## src/rtl/pipe_stall_pkg.sv

```systemverilog
package pipe_stall_pkg;

   // Per-stage control bundle, ordered as the top module's outputs.
   typedef struct packed {
      logic fe_adv;
      logic de_adv;
      logic ex_adv;
      logic de_squash;
      logic ex_bubble;
      logic fe_flush;
   } stage_ctl_t;

   localparam stage_ctl_t CTL_FROZEN   = '{1'b0, 1'b0, 1'b0, 1'b0, 1'b0, 1'b0};
   localparam stage_ctl_t CTL_RUN      = '{1'b1, 1'b1, 1'b1, 1'b0, 1'b0, 1'b0};
   localparam stage_ctl_t CTL_HOLD     = '{1'b0, 1'b0, 1'b1, 1'b1, 1'b1, 1'b0};
   localparam stage_ctl_t CTL_REDIRECT = '{1'b1, 1'b1, 1'b1, 1'b1, 1'b1, 1'b1};

endpackage

```

## src/rtl/pipe_ldu_detect.sv

```systemverilog
module pipe_ldu_detect #(
   parameter int REG_IDX_W = 4,
   parameter int NUM_SRC   = 2
) (
   input  logic                          ex_is_load,
   input  logic [REG_IDX_W-1:0]          ex_ld_dst,
   input  logic                          de_valid,
   input  logic [NUM_SRC*REG_IDX_W-1:0]  de_src_idx,
   input  logic [NUM_SRC-1:0]            de_src_used,
   output logic                          hazard
);

   localparam int IDX_BITS = NUM_SRC * REG_IDX_W;

   if (REG_IDX_W < 1) begin : g_bad_w
      $error("pipe_ldu_detect: REG_IDX_W must be at least 1");
   end
   if (NUM_SRC < 1) begin : g_bad_n
      $error("pipe_ldu_detect: NUM_SRC must be at least 1");
   end

   logic [NUM_SRC-1:0] src_hit;

   for (genvar k = 0; k < NUM_SRC; k++) begin : g_src
      assign src_hit[k] = de_src_used[k] &&
                          (de_src_idx[k*REG_IDX_W +: REG_IDX_W] == ex_ld_dst);
   end

   assign hazard = ex_is_load && de_valid && (|src_hit);

   // Unused IDX_BITS keeps the derived width visible to readers.
   logic unused_w;
   assign unused_w = (IDX_BITS == 0);

endmodule

```

## src/rtl/pipe_freeze_ctrl.sv

```systemverilog
module pipe_freeze_ctrl #(
   parameter bit HAS_SHARED_BUS = 1'b1
) (
   input  logic core_en,
   input  logic imem_rdy,
   input  logic dmem_rdy,
   input  logic shared_bus,
   input  logic dmem_req,
   output logic frz,
   output logic slot_taken
);

   logic bus_wait;

   if (HAS_SHARED_BUS) begin : g_shared
      logic shared_wait;
      logic split_wait;
      assign shared_wait = dmem_req ? !dmem_rdy : !imem_rdy;
      assign split_wait  = !imem_rdy || (dmem_req && !dmem_rdy);
      assign bus_wait    = shared_bus ? shared_wait : split_wait;
      // A finished data access on the one bus took the fetch slot.
      assign slot_taken  = shared_bus && dmem_req && dmem_rdy;
   end else begin : g_split
      logic unused_sb;
      assign unused_sb  = shared_bus;
      assign bus_wait   = !imem_rdy || (dmem_req && !dmem_rdy);
      assign slot_taken = 1'b0;
   end

   assign frz = !core_en || bus_wait;

endmodule

```

## src/rtl/pipe_stall_ctrl.sv

```systemverilog
module pipe_stall_ctrl
   import pipe_stall_pkg::*;
#(
   parameter int REG_IDX_W      = 4,
   parameter int NUM_SRC        = 2,
   parameter bit HAS_SHARED_BUS = 1'b1
) (
   input  logic                          clk,
   input  logic                          rst_n,
   input  logic                          core_en,
   input  logic                          imem_rdy,
   input  logic                          dmem_rdy,
   input  logic                          shared_bus,
   input  logic                          dmem_req,
   input  logic                          ex_redirect,
   input  logic                          ex_is_load,
   input  logic [REG_IDX_W-1:0]          ex_ld_dst,
   input  logic                          de_valid,
   input  logic [NUM_SRC*REG_IDX_W-1:0]  de_src_idx,
   input  logic [NUM_SRC-1:0]            de_src_used,
   output logic                          fe_adv,
   output logic                          de_adv,
   output logic                          ex_adv,
   output logic                          de_squash,
   output logic                          ex_bubble,
   output logic                          fe_flush
);

   logic       frz;
   logic       slot_taken;
   logic       ldu_hz;
   stage_ctl_t ctl;

   pipe_freeze_ctrl #(
      .HAS_SHARED_BUS (HAS_SHARED_BUS)
   ) freeze_i (
      .core_en    (core_en),
      .imem_rdy   (imem_rdy),
      .dmem_rdy   (dmem_rdy),
      .shared_bus (shared_bus),
      .dmem_req   (dmem_req),
      .frz        (frz),
      .slot_taken (slot_taken)
   );

   pipe_ldu_detect #(
      .REG_IDX_W (REG_IDX_W),
      .NUM_SRC   (NUM_SRC)
   ) ldu_i (
      .ex_is_load  (ex_is_load),
      .ex_ld_dst   (ex_ld_dst),
      .de_valid    (de_valid),
      .de_src_idx  (de_src_idx),
      .de_src_used (de_src_used),
      .hazard      (ldu_hz)
   );

   // Priority: freeze, then redirect, then hold, then run.
   always_comb begin
      if (frz)                       ctl = CTL_FROZEN;
      else if (ex_redirect)          ctl = CTL_REDIRECT;
      else if (ldu_hz || slot_taken) ctl = CTL_HOLD;
      else                           ctl = CTL_RUN;
   end

   assign fe_adv    = ctl.fe_adv;
   assign de_adv    = ctl.de_adv;
   assign ex_adv    = ctl.ex_adv;
   assign de_squash = ctl.de_squash;
   assign ex_bubble = ctl.ex_bubble;
   assign fe_flush  = ctl.fe_flush;

   // a low enable leaves every stage untouched.
   p_disabled_quiet_r1: assert property (@(posedge clk) disable iff (!rst_n)
      !core_en |-> !(fe_adv || de_adv || ex_adv || de_squash || ex_bubble || fe_flush));

   // a redirect outside a freeze flushes both front stages.
   p_redirect_flush_r8: assert property (@(posedge clk) disable iff (!rst_n)
      (ex_redirect && !frz) |-> (fe_flush && de_squash && ex_bubble && fe_adv));

   // a detected hazard with no redirect holds the front end.
   p_hazard_hold_r5: assert property (@(posedge clk) disable iff (!rst_n)
      (ldu_hz && !frz && !ex_redirect) |-> (de_squash && !fe_adv && !de_adv && ex_bubble));

   // an empty slot into execute only when execute captures.
   p_bubble_needs_adv_r4: assert property (@(posedge clk) disable iff (!rst_n)
      ex_bubble |-> ex_adv);

   // a freeze blocks every squash and flush.
   p_freeze_wins_r9: assert property (@(posedge clk) disable iff (!rst_n)
      frz |-> !(de_squash || fe_flush || ex_bubble));

endmodule

```

## config.mk

```make
export PLATFORM = sky130hd
export DESIGN_NAME = pipe_stall_ctrl
export DESIGN_NICKNAME = d
export VERILOG_FILES = /design/src/rtl/pipe_stall_pkg.sv /design/src/rtl/pipe_ldu_detect.sv /design/src/rtl/pipe_freeze_ctrl.sv /design/src/rtl/pipe_stall_ctrl.sv
export SDC_FILE = /design/constraint.sdc
export NUM_CORES = 1
export LEC_CHECK = 0
export ABC_AREA = 0
export BUFFER_PORTS_ARGS = -buffer_cell sky130_fd_sc_hd__clkbuf_2
export CELL_PAD_IN_SITES_DETAIL_PLACEMENT = 0
export CELL_PAD_IN_SITES_GLOBAL_PLACEMENT = 1
export CORE_AREA = 2 2 39 41
export DETAILED_ROUTE_END_ITERATION = 6
export DIE_AREA = 0 0 41 43
export MAX_ROUTING_LAYER = met4
export PLACE_DENSITY_LB_ADDON = 0.2
export SYNTH_ARGS = -nofsm -noshare
export SYNTH_HDL_FRONTEND = slang
export SYNTH_SLANG_ARGS = --single-unit
```

## constraint.sdc

```tcl
create_clock -name vclk -period 1.1
set_input_delay 0.055 -clock vclk [all_inputs]
set_output_delay 0.055 -clock vclk [all_outputs]
set_load 0.005 [all_outputs]
```

* Word level (Yosys, flattened, before mapping)
Cells that the tools add are included.
** Word-level totals
- Output and inout port bits :: 6
- Logic and storage cells :: 21
- Register bits :: 0
** Operators by class
- Eq/ne operators :: 2
- Multiplexer cells :: 5
- Reduce and logical (&&, ||, !) cells :: 14
** Operator list (number)
- 6-bit 2-to-1 mux :: 3
- 4-bit equality test :: 2
- 1-bit logical AND :: 7
- 1-bit logical NOT :: 3
- 1-bit logical OR :: 3
- 1-bit 2-to-1 mux :: 2
- 2-bit OR reduction :: 1

* Depth between registers and ports, before layout
Gate-level depths: netlist (run 1).
- Depth after elaboration :: 8
- Gate-level depth with buffers :: 5

* Hierarchy
A second synthesis (run 1) with hierarchy kept.
** Second synthesis, totals
- Cells, all modules :: 24
- Area total of the unflattened synthesis :: 175.2 um^2
** Modules (own cells, without submodules)
- pipe_ldu_detect :: area each 98.8 um^2, times used 1, cells an instance 12, sequential area each 0.0 um^2
- pipe_stall_ctrl :: area each 45.0 um^2, times used 1, cells an instance 8, sequential area each 0.0 um^2
- pipe_freeze_ctrl :: area each 31.3 um^2, times used 1, cells an instance 4, sequential area each 0.0 um^2

* Least setup slack after synthesis (run 1)
OpenSTA, ideal clock, no wires.
- Path kind :: input port to output port
- Start point :: input port dmem_req
- End point :: output port fe_adv
- Data arrival time :: 0.979 ns
- Path buffers :: 1
- Cell stages on the path :: 5
- Setup slack :: 0.066 ns
- Path through :: nor2b_1 -> nor3b_4 -> o31ai_1 -> o31ai_1 -> buf_4
** On the way
- Cells in the longest elaborated chain, start to end :: 6
- Elaborated cells on any way between the ends :: 11
- Those cells by class :: 5 x mux; 6 x reduce/logical
** RTL lines
- start: declaration :: RTL line pipe_stall_ctrl.sv:14 : input logic dmem_req,
- 1-bit logical AND (2 in a row) :: RTL line pipe_freeze_ctrl.sv:22 : assign slot_taken = shared_bus && dmem_req && dmem_rdy;
- 1-bit logical OR :: RTL line pipe_stall_ctrl.sv:62 : else if (ldu_hz || slot_taken) ctl = CTL_HOLD;
- 6-bit 2-to-1 mux :: RTL line pipe_stall_ctrl.sv:62
- 6-bit 2-to-1 mux :: RTL line pipe_stall_ctrl.sv:61 : else if (ex_redirect) ctl = CTL_REDIRECT;
- 6-bit 2-to-1 mux (*) :: RTL line pipe_stall_ctrl.sv:60 : if (frz) ctl = CTL_FROZEN;
- end: declaration :: RTL line pipe_stall_ctrl.sv:21 : output logic fe_adv,
Every way passes the cells marked *; elsewhere a longest branch is shown, timed or not.

* Final worst setup path (run 1)
Ends and elaborated chain as after synthesis.

==> results.md, run 1 <==
- Num ports: 30
- CP Cell Sequence: buf_6 -> nor2b_4 -> nor3b_4 -> o31ai_1 -> o31ai_1 -> buf_2
- WP data arrival: 990 ps
- # DRC: 0
- Final Cycle Share: 0.948
- DR pass1 iterations: 4
- Placer Congestion: 0.572
- Crit path kind: in2out
- Vias in the first global route: roughly 230
- Peak Freq: ~960 MHz
- Tot GR Track Use: 0.0655
- Seq/Total Area, Yosys: 0
- Synth Area in Simple Gates: 0.347
- Final Hold Fails: 0
- Final worst slack: 57.0 ps
- Die area: between 0.0015 and 0.002 sq mm
- Mapped Cells: 24
- Share of the synthesized area in the top cell type: 0.190
- FF/Latch Area: 0 sq um
- Synth Area in XOR/XNOR: 0.381
- Cell Area, Synth: approximately 180 sq um
- Antenna violations before repair: 0
- Maximum VDD drop: approximately 0.097 mV
- Main combinational cell family by area after synthesis: XOR/XNOR gates
- Leading post-synthesis cells by instance count: xnor2_1 (4), xor2_1 (4), buf_4 (2), nand3_1 (2), o31ai_1 (2)
- Post-layout nets: between 70 and 80
- Mapped Nets: 48
- Critical Path End: fe_adv
- Cell taking the most area after synthesis: xnor2_1
- Layout fillers: between 150 and 200
- Final ANT Viol Nets: 0
- Hold WC Path Type: in2out
- Status: completed
- Netlist cell types: 15
- Cell leakage power: between 0.0002 and 0.00025 uW
- Tot Pwr: 135 uW
- CP most frequent cell: o31ai_1
- Routed length per instance: roughly 8.0 microns
- Starting DRT DRC Count: 2
- Setup violators final: 0
- Hold Buf Count CTS: 0
- Num rows: 14
- Layout clock buffers: 0
- Worst slew pin tran: 279 ps
- Crit path capture type: output pin
- CP max FO: 3
- Tightest hold margin: between 400 and 500 ps
- PortBufs: 28
- Synth top area cells: xnor2_1 (19%), xor2_1 (19%), nor3b_4 (10%)
- Final WL: ~540 microns
- Initial Utilization: 0.133
- RSZ-0062 raised after global routing: true
- Die Ht: 43 microns
- WP data required: between 1000 and 1500 ps
- Via/cell ratio: ~4.1
- Placeable Area: roughly 0.0014 sq mm
- Top Family by Delay on Critical Path: compound AO/OA/AOI/OAI gates
- Total grt overflow: 0
- Area of the multi-input gates: between 150 and 200 sq um
- CP startpoint: dmem_req
- First-pass GRT wire length: roughly 850 microns
- Die Span X: 41 microns
- Slew margin rel.: 0.812
- Peak per-stage delay on the critical path: between 200 and 300 ps
- Compound-cell area share of the yosys netlist: 0.170
- Setup tns final: 0 ps
- Count of maximum capacitance violations: 0
- Synth-to-layout area growth: 107%
- Sequential cells: 0
- Startpoint Class: input pin
- Post-synthesis mux area share: 0
- Tmin final: 1040 ps
- DP Worst Slack: -45.7 ps
- Vias post-DR: approximately 280
- Synth Area in Adders: 0
- Crit path buffers/inverters: 2
- Yosys warns: 0
- Slew Viols, Final: 0
- Largest net degree at the start of global routing: 4
- PD cells: approximately 350 mW/mm^2
- # diodes: 0
- Instance count on the critical path: 6
- Share of cells above drive strength 1: 0.686
- Worst path slowest cell: o31ai_1
- Mapped Avg Cell Area: about 7.7 sq um
metal layers:
layer | vias to the layer above | wire length (microns) | track usage
met5 | - | 0 | -
li1 | 141 | - | -
met4 | 0 | 0 | 0
met3 | 0 | 77 | 0
met2 | 20 | 255 | 0.100
met1 | 117 | 202 | 0.101
worst min-delay path by stage:
| stage | slack (ps) | endpoint | from | depth (start not counted) |
|---|---|---|---|---|
| CTS | 410 | fe_flush | ex_redirect | 4 |
| floorplan | 210 | fe_flush | ex_redirect | 2 |
| finish | 400 | fe_flush | ex_redirect | 4 |
| global route | 440 | fe_flush | ex_redirect | 4 |
| detailed placement | 410 | fe_flush | ex_redirect | 4 |
| global placement | 420 | fe_flush | ex_redirect | 4 |
stage by stage:
| step | std cells | instance area, sq um | util |
|---|---|---|---|
| finish | 67 | 382 | 0.276 |
| global route | 67 | 382 | 0.276 |
| CTS | 67 | 343 | 0.248 |
| detailed placement | 67 | 337 | 0.243 |
| global placement | 67 | 337 | 0.243 |
| floorplan | 24 | 184 | - |
power by group:
| group | leakage (uW) | switching, uW | internal (uW) |
|---|---|---|---|
| combinational | 0.000200 | 54.7 | 79.9 |
| sequential | 0 | 0 | 0 |
| clock | 0 | 0 | 0 |
worst min-delay path, cell delays in order:
cell	delay, ps
clkbuf_2	90
nand2_1	60
inv_1	50
clkbuf_2	100
final cells by class:
| type | instances | area share |
|---|---|---|
| tap | 16 | 0.0525 |
| inverter | 1 | 0.00984 |
| multi-input combinational | 21 | 0.502 |
| timing repair buffer | 29 | 0.436 |
repair_timing:
action,CTS,global route
gates resized for setup,1,13
pin swaps,0,6
setup endpoints to repair,4,4
hold endpoints to repair,0,0
cloned,0,0
setup buffers,0,0
kinds of logic (layout without fill, tap and decap cells):
family | count (synthesis) | after routing
and+or+nand+nor | 9 | 9
xor gates and xnor gates | 8 | 8
AOI/OAI and AO/OA | 4 | 4
buffers and inverters | 3 | 30
layout by cell type, fill, tap and decap left out, drive strengths merged:
cell and count:
a21oi 1, and3 1, buf 8, clkbuf 21, inv 1, nand2 1, nand3 2, nand4 1
nor2b 1, nor3 1, nor3b 1, nor4 1, o31ai 2, o41a 1, xnor2 4, xor2 4
Power figures use the tool's default switching activity.
==> inputs of run 2 (changes only) <==
--- a/config.mk
+++ b/config.mk
@@ -9,2 +9,3 @@
 export BUFFER_PORTS_ARGS = -buffer_cell sky130_fd_sc_hd__clkbuf_2
+export CAP_MARGIN = 30
 export CELL_PAD_IN_SITES_DETAIL_PLACEMENT = 0
==> constraint.sdc (replaced) <==
create_clock -name vclk -period 1.1
set_input_delay 0.165 -clock vclk [all_inputs]
set_output_delay 0.165 -clock vclk [all_outputs]
set_load 0.005 [all_outputs]
==> results.md, run 2 (same netlist as run 1, synthesis figures left out) <==
- Dpl hpwl: 536 microns
- Postcts setup bufs: 0 (unchanged)
- Antenna violations before repair: 0 (unchanged)
- Maximum VDD drop: 0.132 mV (+36%)
- Tightest hold margin: 604 ps (+199 ps)
- Die Span X: 41 microns (unchanged)
- # diodes: 0 (unchanged)
- Worst slew pin tran: 249 ps (-29.7 ps)
- DR pass1 iterations: 1 (-3)
- Status: complete, but fails checks
- Placeable Area: 0.00138 sq mm (unchanged)
- Routed length per instance: 8.28 microns (+3.7%)
- Net Sw Frac: 0.429 (+0.0223)
- Die Ht: 43 microns (unchanged)
- Total grt overflow: 0 (unchanged)
- Hold Buf Count CTS: 0 (unchanged)
- # DRC: 0 (unchanged)
- Final Hold Fails: 0 (unchanged)
- Peak Freq: 797 MHz (-17%)
- Count of maximum capacitance violations: 0 (unchanged)
- Int Power: 95.3 uW (+19%)
- Startpoint Class: input pin
- Layout clock buffers: 0 (unchanged)
- Num rows: 14 (unchanged)
- Vias in the first global route: 251 (+11%)
- Placer Congestion: 0.595 (+4.0%)
- PD cells: 362 mW/mm^2 (+2.7%)
- Crit path kind: in2out
- Final WL: 563 microns (+5.2%)
- Final ANT Viol Nets: 0 (unchanged)
- Post-layout nets: 78 (+1.3%)
- RSZ-0062 raised after global routing: true
- DP Worst Slack: -281 ps (-235 ps)
- WP data required: 940 ps (-100 ps)
- Synth-to-layout area growth: 150%
- Share of cells above drive strength 1: 0.827 (+0.141)
- Vias post-DR: 268 (-3.6%)
- Tot GR Track Use: 0.0718 (+0.00629)
- Starting DRT DRC Count: 0 (-2)
- Power share of the sequential group: 0 (unchanged)
- Crit path capture type: output pin
- Largest net degree at the start of global routing: 4 (unchanged)
- Final Cycle Share: 1.14 (+0.193)
- DP Cell Count: 68 (+1.5%)
- Clock share of power: 0 (unchanged)
- Slew Viols, Final: 0 (unchanged)
- Comb pwr share: 1.000 (about the same)
- Num ports: 30 (unchanged)
- Via/cell ratio: 3.94 (-5.0%)
- Hold depth: 4 (unchanged)
- Cell leakage power: 0.000219 uW (+9.2%)
- Cell Count, Final, Fillers Out: 68 (+1.5%)
- Setup tns final: -559 ps (-559 ps)
- First-pass GRT wire length: 938 microns (+11%)
- Slew margin rel.: 0.832 (+0.0199)
- Initial Utilization: 0.133 (unchanged)
- Final worst slack: -155 ps (-213 ps)
- Commonest non-fill, non-tap cell in the layout: clkbuf_2
- Die area: 0.00176 sq mm (unchanged)
- CP max FO: 2 (-1)
- FF/Latch Area: 0 sq um (unchanged)
- WP data arrival: 1090 ps (+100 ps)
- Tmin final: 1260 ps (+213 ps)
- Hold WC Path Type: in2out
- Failing checks: setup timing
- PortBufs: 28 (unchanged)
- Psw: 71.5 uW (+31%)
- Setup violators final: 4 (+4)
- Sequential cells: 0 (unchanged)
- Most frequent cells in the layout: clkbuf_2 (21), xor2_2 (3), xnor2_1 (3), buf_4 (3), buf_2 (3)
## run 2: cell count changes in the layout (fill, tap and decap cells not counted), sizes merged
cell and delta:
buf +1
## run 2: area by class of cell
class / instances / area, sq um
fillers: 145 / 923
inverters: 1 / 3.75
multi-input cells: 21 / 253
well taps: 16 / 20.0
repair buffers: 30 / 184
## run 2: stage by stage
| stage | util | power [uW] | instance area [sq um] |
|---|---|---|---|
| after floorplan | - | 62.1 | 198 |
| after global placement | 0.259 | 130 | 358 |
| after detailed placement | 0.259 | 129 | 358 |
| after CTS | 0.276 | 138 | 382 |
| after global routing | 0.333 | 182 | 460 |
| final | 0.333 | 167 | 460 |
## run 2: power by group through the flow
stage          Combinational [uW]  Clock [uW]  Sequential (uW)
5_1_grt                       182           0                0
2_1_floorplan                62.1           0                0
6_report                      167           0                0
3_3_place_gp                  130           0                0
4_1_cts                       138           0                0
3_5_place_dp                  129           0                0
## run 2: what timing repair did
action                                 in CTS  in global routing
gates resized for setup                     4                 20
endpoints found under the hold margin       0                  0
setup endpoints to repair                   5                  5
pin swaps                                   3                  4
## run 2: per-layer routing
metal	part of all wire	vias to the layer above	global-route usage
met2	0.49	16	0.116
met4	0	0	0
met1	0.39	112	0.105
met3	0.12	0	0
li1	-	140	-
met5	0	-	-
## run 2: path summary, 6_finish.rpt
kind	to	startpoint
setup / recovery	de_adv	ex_ld_dst[3]
hold / removal	fe_flush	ex_redirect
## run 2: critical path: stages
cell      delay (ps)
clkbuf_2         110
xnor2_1          170
nand3_1          150
o31ai_2          260
o31ai_1          100
buf_2            130
==> inputs of run 3 (changes only) <==
clock period = 1.3 ns   (was 1.1 ns; I/O delays follow)
==> results.md, run 3 (same netlist as run 1, synthesis figures left out) <==
- Cell Count, Final, Fillers Out: 67 (-1.5%)
- Crit path capture type: output pin
- Layout clock buffers: 0 (unchanged)
- Peak Freq: 768 MHz
- Post-layout nets: 77 (-1.3%)
- Setup violators final: 1 (-3)
- Count of maximum capacitance violations: 0 (unchanged)
- Routed length per instance: 7.99 microns (-3.6%)
- Die Ht: 43 microns (unchanged)
- Num rows: 14 (unchanged)
- Hold WC Path Type: in2out
- Final worst slack: -2.23 ps (+153 ps)
- Postcts setup bufs: 0 (unchanged)
- Tightest hold margin: 679 ps (+74.5 ps)
- WP data required: 1110 ps (+170 ps)
- PortBufs: 28 (unchanged)
- Maximum VDD drop: 0.0986 mV (-25%)
- Tmin final: approximately 1300 ps
- Vias in the first global route: 252 (+0.40%)
- FF/Latch Area: 0 sq um (unchanged)
- Failing checks: setup timing
- Starting DRT DRC Count: 0 (unchanged)
- Final ANT Viol Nets: 0 (unchanged)
- Slew margin rel.: 0.821 (-0.0117)
- Setup tns final: -2.23 ps (+557 ps)
- Slew Viols, Final: 0 (unchanged)
- Dpl hpwl: 522 microns (-2.7%)
- DR pass1 iterations: 1 (unchanged)
- Die area: 0.00176 sq mm (unchanged)
- CP startpoint: dmem_req
- Largest net degree at the start of global routing: 4 (unchanged)
- Status: complete, but fails checks
- Startpoint Class: input pin
- Crit path kind: in2out
- Hold Buf Count CTS: 0 (unchanged)
- Most frequent cells in the layout: clkbuf_2 (24), xor2_1 (4), xnor2_1 (3), buf_2 (3), nand3_1 (2)
- # diodes: 0 (unchanged)
- Initial Utilization: 0.133 (unchanged)
- Placer Congestion: 0.559 (-6.1%)
- # DRC: 0 (unchanged)
- Synth-to-layout area growth: 105%
- DP Cell Count: 67 (-1.5%)
- Vias post-DR: 268 (unchanged)
- PD cells: 300 mW/mm^2 (-17%)
- Placeable Area: 0.00138 sq mm (unchanged)
- Total grt overflow: 0 (unchanged)
- Hold depth: 4 (unchanged)
- RSZ-0062 raised after global routing: true
- Commonest non-fill, non-tap cell in the layout: clkbuf_2
- Tot GR Track Use: 0.0686 (-0.00322)
- First-pass GRT wire length: 897 microns (-4.4%)
- Final WL: 535 microns (-5.0%)
- Worst slew pin tran: 267 ps (+17.5 ps)
- Die Span X: 41 microns (unchanged)
- Antenna violations before repair: 0 (unchanged)
- Num ports: 30 (unchanged)
- Final Hold Fails: 0 (unchanged)
- Cell leakage power: 0.000198 uW (-9.3%)
- Sequential cells: 0 (unchanged)
- Final Cell Area: 378 sq um (-18%)
- CP max FO: 3 (+1)
- Via/cell ratio: 4.00 (+1.5%)
- Hold Startpoint: ex_redirect
- Share of cells above drive strength 1: 0.706 (-0.121)
- Final Cycle Share: 1.00
- Post-placement cell area: 337 sq um (-5.9%)
- WP data arrival: 1110 ps (+20 ps)
run 3: changes by cell type in the layout (fill, tap and decap cells not counted), sizes merged:
cell    before  now
buf          9    5
clkbuf      21   24
run 3: metal layers:
layer,up-vias,global-route usage,share of wire
li1,140,-,-
met1,108,0.104,0.41
met2,20,0.106,0.46
met3,0,0,0.13
met4,0,0,0
met5,-,-,0
run 3: final cells by class:
type,count,area [sq um]
fillers,158,1010
multi-input cells,21,196
repair buffers,29,158
well taps,16,20.0
inverters,1,3.75
run 3: repair_timing:
| action | 4_1_cts | 5_1_grt |
|---|---|---|
| pin swaps | 0 | 1 |
| gates resized for setup | 3 | 10 |
| endpoints found under the setup margin | 4 | 4 |
run 3: worst paths after layout:
kind              endpoint
hold / removal    fe_flush
setup / recovery    fe_adv
run 3: critical path, cell delays in order:
cell and delay [ps]:
clkbuf_2 100, a21oi_1 90, nor3b_4 220, o31ai_2 90, o31ai_1 240, buf_2 160
run 3: where the power goes:
group	internal, uW	switching, uW
Combinational	65.5	48.0
Sequential	0	0
Clock	0	0
Total	65.5	48.0
run 3: through the flow:
| stage | worst slack (ps) | utilization | total power [uW] |
|---|---|---|---|
| CTS | -48.6 | 0.253 | 106 |
| global route | -97.5 | 0.273 | 127 |
| floorplan | -13.7 | - | 48.5 |
| global placement | -149 | 0.243 | 101 |
| finish | -2.23 | 0.273 | 113 |
| detailed placement | -148 | 0.243 | 101 |
